### config.mk
export PLATFORM = sky130hd
export DESIGN_NAME = stn_frc_dither
export DESIGN_NICKNAME = d
export VERILOG_FILES = /design/src/rtl/frc_pkg.sv /design/src/rtl/frc_frame_phase.sv /design/src/rtl/frc_pattern_bank.sv /design/src/rtl/frc_channel_dither.sv /design/src/rtl/stn_frc_dither.sv
export SDC_FILE = /design/constraint.sdc
export NUM_CORES = 1
export LEC_CHECK = 0
export ABC_AREA = 1
export BUFFER_PORTS_ARGS = -buffer_cell sky130_fd_sc_hd__buf_2
export CAP_MARGIN = 20
export CORE_UTILIZATION = 45
export DETAILED_ROUTE_END_ITERATION = 8
export SYNTH_ARGS = -nofsm -noshare
export SYNTH_HDL_FRONTEND = slang
export SYNTH_SLANG_ARGS = --single-unit
### constraint.sdc
create_clock -name clk -period 2.2 [get_ports clk]
set_input_delay 0.22 -clock clk [delete_from_list [all_inputs] [get_ports clk]]
set_output_delay 0.22 -clock clk [all_outputs]
set_load 0.1 [all_outputs]
### src/rtl/frc_pkg.sv
package frc_pkg;
    localparam int LVL_W = 4;
    localparam int NLVL  = 1 << LVL_W;
    localparam int CYCLE = 16;
    localparam int PH_W  = $clog2(CYCLE);
    localparam int X_W   = 11;

    typedef enum logic [1:0] {
        MODE_TFT   = 2'd0,
        MODE_MONO  = 2'd1,
        MODE_COLOR = 2'd2,
        MODE_COLX  = 2'd3
    } disp_mode_e;

    typedef struct packed {
        logic [LVL_W-1:0] r;
        logic [LVL_W-1:0] g;
        logic [LVL_W-1:0] b;
    } rgb_t;

    function automatic logic [CYCLE-1:0] default_mask(int lvl);
        logic [CYCLE-1:0] m;
        m = '0;
        for (int i = 0; i < CYCLE; i++) begin
            if (i < lvl) m[i] = 1'b1;
        end
        return m;
    endfunction

    function automatic logic [PH_W-1:0] pixel_phase(logic [PH_W-1:0] frm,
                                                    logic [X_W-1:0]  x);
        logic [X_W:0] s;
        s = {1'b0, x} + (X_W+1)'(frm);
        return PH_W'(s % (X_W+1)'(CYCLE));
    endfunction
endpackage

### src/rtl/frc_frame_phase.sv
module frc_frame_phase
    import frc_pkg::*;
(
    input  logic            clk,
    input  logic            rst,
    input  logic            frame_start,
    output logic [PH_W-1:0] frame_cnt
);
    always_ff @(posedge clk) begin
        if (rst) begin
            frame_cnt <= '0;
        end else if (frame_start) begin
            if (frame_cnt == PH_W'(CYCLE-1)) frame_cnt <= '0;
            else                             frame_cnt <= frame_cnt + 1'b1;
        end
    end

    // wrap after the last phase
    a_r2_wrap: assert property (@(posedge clk) disable iff (rst)
        (frame_start && frame_cnt == PH_W'(CYCLE-1)) |=> frame_cnt == '0);
    // hold without a frame pulse
    a_r2_hold: assert property (@(posedge clk) disable iff (rst)
        !frame_start |=> $stable(frame_cnt));
endmodule

### src/rtl/frc_pattern_bank.sv
module frc_pattern_bank
    import frc_pkg::*;
(
    input  logic                        clk,
    input  logic                        rst,
    input  logic                        frame_start,
    input  logic                        wr_en,
    input  logic [LVL_W-1:0]            wr_lvl,
    input  logic [CYCLE-1:0]            wr_mask,
    output logic [NLVL-1:0][CYCLE-1:0]  active
);
    logic [NLVL-1:0][CYCLE-1:0] shadow;

    for (genvar g = 0; g < NLVL; g++) begin : g_lvl
        always_ff @(posedge clk) begin
            if (rst) begin
                shadow[g] <= default_mask(g);
                active[g] <= default_mask(g);
            end else begin
                if (wr_en && wr_lvl == LVL_W'(g)) shadow[g] <= wr_mask;
                if (frame_start)                  active[g] <= shadow[g];
            end
        end

        // working copy takes the shadow at a frame pulse
        a_r5_load: assert property (@(posedge clk) disable iff (rst)
            frame_start |=> active[g] == $past(shadow[g]));
    end

    // working copy never changes between frame pulses
    a_r5_active_stable: assert property (@(posedge clk) disable iff (rst)
        !frame_start |=> $stable(active));
endmodule

### src/rtl/frc_channel_dither.sv
module frc_channel_dither
    import frc_pkg::*;
(
    input  logic                       clk,
    input  logic                       rst,
    input  logic [LVL_W-1:0]           lvl,
    input  logic [PH_W-1:0]            phase,
    input  logic [NLVL-1:0][CYCLE-1:0] active,
    output logic                       on
);
    always_comb begin
        if (lvl == '0)                        on = 1'b0;
        else if (lvl == LVL_W'(NLVL-1))       on = 1'b1;
        else                                  on = active[lvl][phase];
    end

    // extreme levels ignore the masks
    a_r4_lvl0_off: assert property (@(posedge clk) disable iff (rst)
        (lvl == '0) |-> !on);
    a_r4_lvlmax_on: assert property (@(posedge clk) disable iff (rst)
        (lvl == LVL_W'(NLVL-1)) |-> on);
endmodule

### src/rtl/stn_frc_dither.sv
module stn_frc_dither
    import frc_pkg::*;
(
    input  logic              clk,
    input  logic              rst,
    input  logic              frame_start,
    input  logic [1:0]        mode,
    input  logic              pat_wr_en,
    input  logic [LVL_W-1:0]  pat_wr_level,
    input  logic [CYCLE-1:0]  pat_wr_mask,
    input  logic              pix_valid,
    input  logic [X_W-1:0]    pix_x,
    input  logic [LVL_W-1:0]  pix_r,
    input  logic [LVL_W-1:0]  pix_g,
    input  logic [LVL_W-1:0]  pix_b,
    output logic              out_valid,
    output logic [LVL_W-1:0]  out_r,
    output logic [LVL_W-1:0]  out_g,
    output logic [LVL_W-1:0]  out_b
);
    localparam int NCH = 3;

    logic [PH_W-1:0]            frame_cnt;
    logic [PH_W-1:0]            phase;
    logic [NLVL-1:0][CYCLE-1:0] active;
    logic [NCH-1:0][LVL_W-1:0]  ch_lvl;
    logic [NCH-1:0]             ch_on;
    rgb_t                       pix_in, nxt, out_q;
    disp_mode_e                 mode_e;

    frc_frame_phase i_phase (
        .clk         (clk),
        .rst         (rst),
        .frame_start (frame_start),
        .frame_cnt   (frame_cnt)
    );

    frc_pattern_bank i_bank (
        .clk         (clk),
        .rst         (rst),
        .frame_start (frame_start),
        .wr_en       (pat_wr_en),
        .wr_lvl      (pat_wr_level),
        .wr_mask     (pat_wr_mask),
        .active      (active)
    );

    assign phase  = pixel_phase(frame_cnt, pix_x);
    assign pix_in = '{r: pix_r, g: pix_g, b: pix_b};
    assign ch_lvl = {pix_r, pix_g, pix_b};
    assign mode_e = disp_mode_e'(mode);

    for (genvar c = 0; c < NCH; c++) begin : g_ch
        frc_channel_dither i_ch (
            .clk    (clk),
            .rst    (rst),
            .lvl    (ch_lvl[c]),
            .phase  (phase),
            .active (active),
            .on     (ch_on[c])
        );
    end

    always_comb begin
        nxt = '0;
        if (pix_valid) begin
            unique case (mode_e)
                MODE_TFT:  nxt = pix_in;
                MODE_MONO: nxt.r = {{(LVL_W-1){1'b0}}, ch_on[2]};
                default: begin
                    nxt.r = {{(LVL_W-1){1'b0}}, ch_on[2]};
                    nxt.g = {{(LVL_W-1){1'b0}}, ch_on[1]};
                    nxt.b = {{(LVL_W-1){1'b0}}, ch_on[0]};
                end
            endcase
        end
    end

    always_ff @(posedge clk) begin
        if (rst) begin
            out_valid <= 1'b0;
            out_q     <= '0;
        end else begin
            out_valid <= pix_valid;
            out_q     <= nxt;
        end
    end

    assign out_r = out_q.r;
    assign out_g = out_q.g;
    assign out_b = out_q.b;

    // valid follows the input one cycle later
    a_r9_valid_lag: assert property (@(posedge clk) disable iff (rst)
        out_valid == $past(pix_valid));
    // no data without valid
    a_r9_idle_zero: assert property (@(posedge clk) disable iff (rst)
        !out_valid |-> (out_r == '0 && out_g == '0 && out_b == '0));
    // TFT data passes unchanged
    a_r6_bypass: assert property (@(posedge clk) disable iff (rst)
        ($past(pix_valid) && $past(mode) == 2'd0) |->
        (out_r == $past(pix_r) && out_g == $past(pix_g) && out_b == $past(pix_b)));
    // mono mode leaves green and blue dark
    a_r7_mono_gb: assert property (@(posedge clk) disable iff (rst)
        ($past(pix_valid) && $past(mode) == 2'd1) |->
        (out_g == '0 && out_b == '0 && out_r[LVL_W-1:1] == '0));
endmodule

==> results.sh <==
export IMPL_status="complete, no violations"
export IMPL_end_kind="register"
export IMPL_grt_pass1_vias=24100
export IMPL_areaGrowthSynthToFinish_pct=13.5
export IMPL_crit_path_max_fanout=5
export IMPL_route_detailed_drc=0
export IMPL_ir_worst_vdd_v=0.000624
export IMPL_grt_setup_unrepaired="false"
export IMPL_cts_tree="yes"
export IMPL_core_area_um2=56400
export IMPL_grt_use_total=0.328
export IMPL_slew_headroom=0.368
export IMPL_drive_gt1_frac=0.0732
export IMPL_power_frac_comb=0.136
export IMPL_fin_crit_sh=0.955
export IMPL_nets=3901
export IMPL_wl_per_cell_um=20.4
export IMPL_power_internal_w=0.0175
export IMPL_synth_net_count=3968
export IMPL_slew_viol_final=0
export IMPL_overflow=0
export IMPL_start_util=0.456
export IMPL_synth_seq_cells=529
export IMPL_power_frac_seq=0.421
export IMPL_path_clk_slew_ns=0.07
export IMPL_hpwl_um=61000
export IMPL_postCtsResizedCells=0
export IMPL_synthCells=3913
export IMPL_via_per_inst=5.59
export IMPL_syn_area_um2=25700
export IMPL_clockBufferDepth=3
export IMPL_start_kind="register"
export IMPL_die_w_um=241
export IMPL_htreeDepth=2
export IMPL_power_switching_w=0.00669
export IMPL_synth_xor_area_frac=0.00102
export IMPL_clock_skew_ns=0.0248
export IMPL_power_density_nw_per_um2=829
export IMPL_clockRootBuffer="clkbuf_16"
export IMPL_final_cell_mix="nand2_1 (946), o21ai_0 (544), dfxtp_1 (529), a21oi_1 (404), nor2_1 (371)"
export IMPL_boundaryPins=63
export IMPL_worstSetupStartpoint="i_phase.frame_cnt[0]$_SDFFE_PP0P_"
export IMPL_dr_total_vias=26000
export IMPL_setup_violations=0
export IMPL_die_h_um=241
export IMPL_drt_wl_total_um=94800
export IMPL_avgSynthCellArea_um2=6.57
export IMPL_synth_distinct_cells=25
export IMPL_core_rowCount=87
export IMPL_drtPass1Iterations=7
export IMPL_cts_sinks=529
export IMPL_muxShareOfSynthArea=0
export IMPL_leakage_nw=13.3
export IMPL_synth_compound_area_frac=0.224
export IMPL_pwr_share_clk=0.444
export IMPL_period_needed_ns=2.10
export IMPL_synth_fa_ha_area_frac=0.00273
export IMPL_mostFrequentLayoutCell="nand2_1"
export IMPL_fin_cells=4650
export IMPL_ant_nets=0
export IMPL_ys_seq_area_frac=0.412
export IMPL_synth_warnings=0
export IMPL_io_buffers=55
export IMPL_arrival_ns=2.64
export IMPL_grt_pass1_wl_um=145000
export IMPL_synth_top_family_by_area="simple AND/OR/NAND/NOR gates"
export IMPL_tns_ns=0
export IMPL_fmax_mhz=476
export IMPL_die_area_um2=58100
export IMPL_hp_start="mode[1]"
export IMPL_tightest_slew_ns=0.946
export IMPL_r2r_start="i_phase.frame_cnt[0]$_SDFFE_PP0P_"
export IMPL_place_congestion=0.947
export IMPL_post_cts_setup_buffer_count=0
export IMPL_critPathKind="register to register"
export IMPL_dp_cells=4536
export IMPL_hold_viol_final=0
export IMPL_clkLatencyLatePin_ns=0.63
export IMPL_yosys_area_share_simple=0.265
export IMPL_antenna_cells=0
export IMPL_cp_required_ns=2.74
export IMPL_hp_class="primary input to register"
export IMPL_p_sw_frac=0.277
export IMPL_cts_made_buffers=57
export IMPL_max_cap_violations=0
export IMPL_first_iter_violations=2672
export IMPL_antenna_found_initial=7
export IMPL_grt_start_max_net_pins=120
[synthesized netlist by cell type]
| cell type | n | area share |
|---|---|---|
| nand2_1 | 946 | 0.14 |
| o21ai_0 | 544 | 0.11 |
| dfxtp_1 | 529 | 0.41 |
| a21oi_1 | 404 | 0.079 |
| nor2_1 | 372 | 0.054 |
| nand3_1 | 354 | 0.069 |
| inv_1 | 282 | 0.041 |
| clkbuf_1 | 195 | 0.028 |
| o211ai_1 | 116 | 0.034 |
| buf_2 | 87 | 0.017 |
| o21ai_1 | 22 | 0.0043 |
| buf_4 | 12 | 0.0035 |
| buf_1 | 9 | 0.0013 |
| inv_2 | 7 | 0.0010 |
| buf_6 | 6 | 0.0026 |
| nand4_1 | 6 | 0.0015 |
| ha_1 | 4 | 0.0019 |
| nor2_2 | 4 | 0.00097 |
| nor3_1 | 4 | 0.00078 |
| a311oi_1 | 3 | 0.0010 |
| clkinv_1 | 2 | 0.00029 |
| xnor2_1 | 2 | 0.00068 |
| a211oi_1 | 1 | 0.00029 |
| fa_1 | 1 | 0.00078 |
| xor2_1 | 1 | 0.00034 |
[through the flow]
step / util / area [um^2] / setup slack (ns) / hold slack (ns) / power (W)
detailed placement: 0.479 / 27000 / 0.119 / 0.442 / 0.0136
global placement: 0.479 / 27000 / 0.141 / 0.438 / 0.0136
floorplan: - / 25700 / 0.373 / 0.346 / 0.0124
CTS: 0.517 / 29200 / 0.165 / 0.0212 / 0.0242
finish: 0.517 / 29200 / 0.0989 / 0.0587 / 0.0242
global route: 0.517 / 29200 / 0.0240 / 0.0686 / 0.0250
[registers in the layout, indices dropped and copies added, names as in the netlist]
register,count
i_bank.active,256
i_bank.shadow,256
i_phase.frame_cnt,4
out_b,4
out_g,4
out_r,4
out_valid,1
[power groups by stage]
stage | clock (W) | sequential (W) | combinational (W)
floorplan | 0 | 0.0104 | 0.00200
global placement | 0 | 0.0104 | 0.00319
detailed placement | 0 | 0.0104 | 0.00320
CTS | 0.0108 | 0.0102 | 0.00322
global route | 0.0112 | 0.0102 | 0.00359
finish | 0.0107 | 0.0102 | 0.00328
[logic make-up after synthesis]
logic type               after synthesis
XOR/XNOR                               3
AO/OA/AOI/OAI                       1090
flip-flops                           529
buffers and inverters                600
adder cells (fa/ha/maj)                5
AND/OR/NAND/NOR                     1686
[metal layers]
| metal | vias to the layer above | global-route usage | part of all wire |
|---|---|---|---|
| li1 | 12800 | - | - |
| met1 | 12000 | 0.448 | 0.44 |
| met2 | 1047 | 0.524 | 0.44 |
| met3 | 183 | 0.0558 | 0.082 |
| met4 | 0 | 0.108 | 0.030 |
| met5 | - | 0 | 0 |
[critical path, cell delays in order, from the launching register on]
cell	delay [ns]
dfxtp_1	0.32
ha_1	0.20
fa_1	0.38
xnor2_1	0.15
buf_4	0.16
inv_1	0.22
nand3_1	0.12
nand3_1	0.16
nand3_1	0.17
nand2_1	0.09
nand2_1	0.04
[worst paths after layout]
check	cells after the start	slack (ns)	endpoint
worst min register to register	2	0.45	i_bank.shadow[15]$_SDFFE_PP0P_
worst max-delay path	10	0.1	out_r[0]$_SDFF_PP0_
worst min-delay path	5	0.06	out_b[0]$_SDFF_PP0_
worst max register to register	10	0.1	out_r[0]$_SDFF_PP0_
[what timing repair did]
action,CTS,global route
hold endpoints to repair,31,0
hold buffers,7,0
setup endpoints to repair,0,0
[area by class of cell]
type	count	area [um^2]
Multi-Input combinational cell	2784	12700
Inverter	291	1100
Sequential cell	529	10600
Clock inverter	21	370
Fill cell	5838	27200
Tap cell	756	946
Clock buffer	86	1720
Timing Repair Buffer	183	1780
Power figures use the tool's default switching activity.
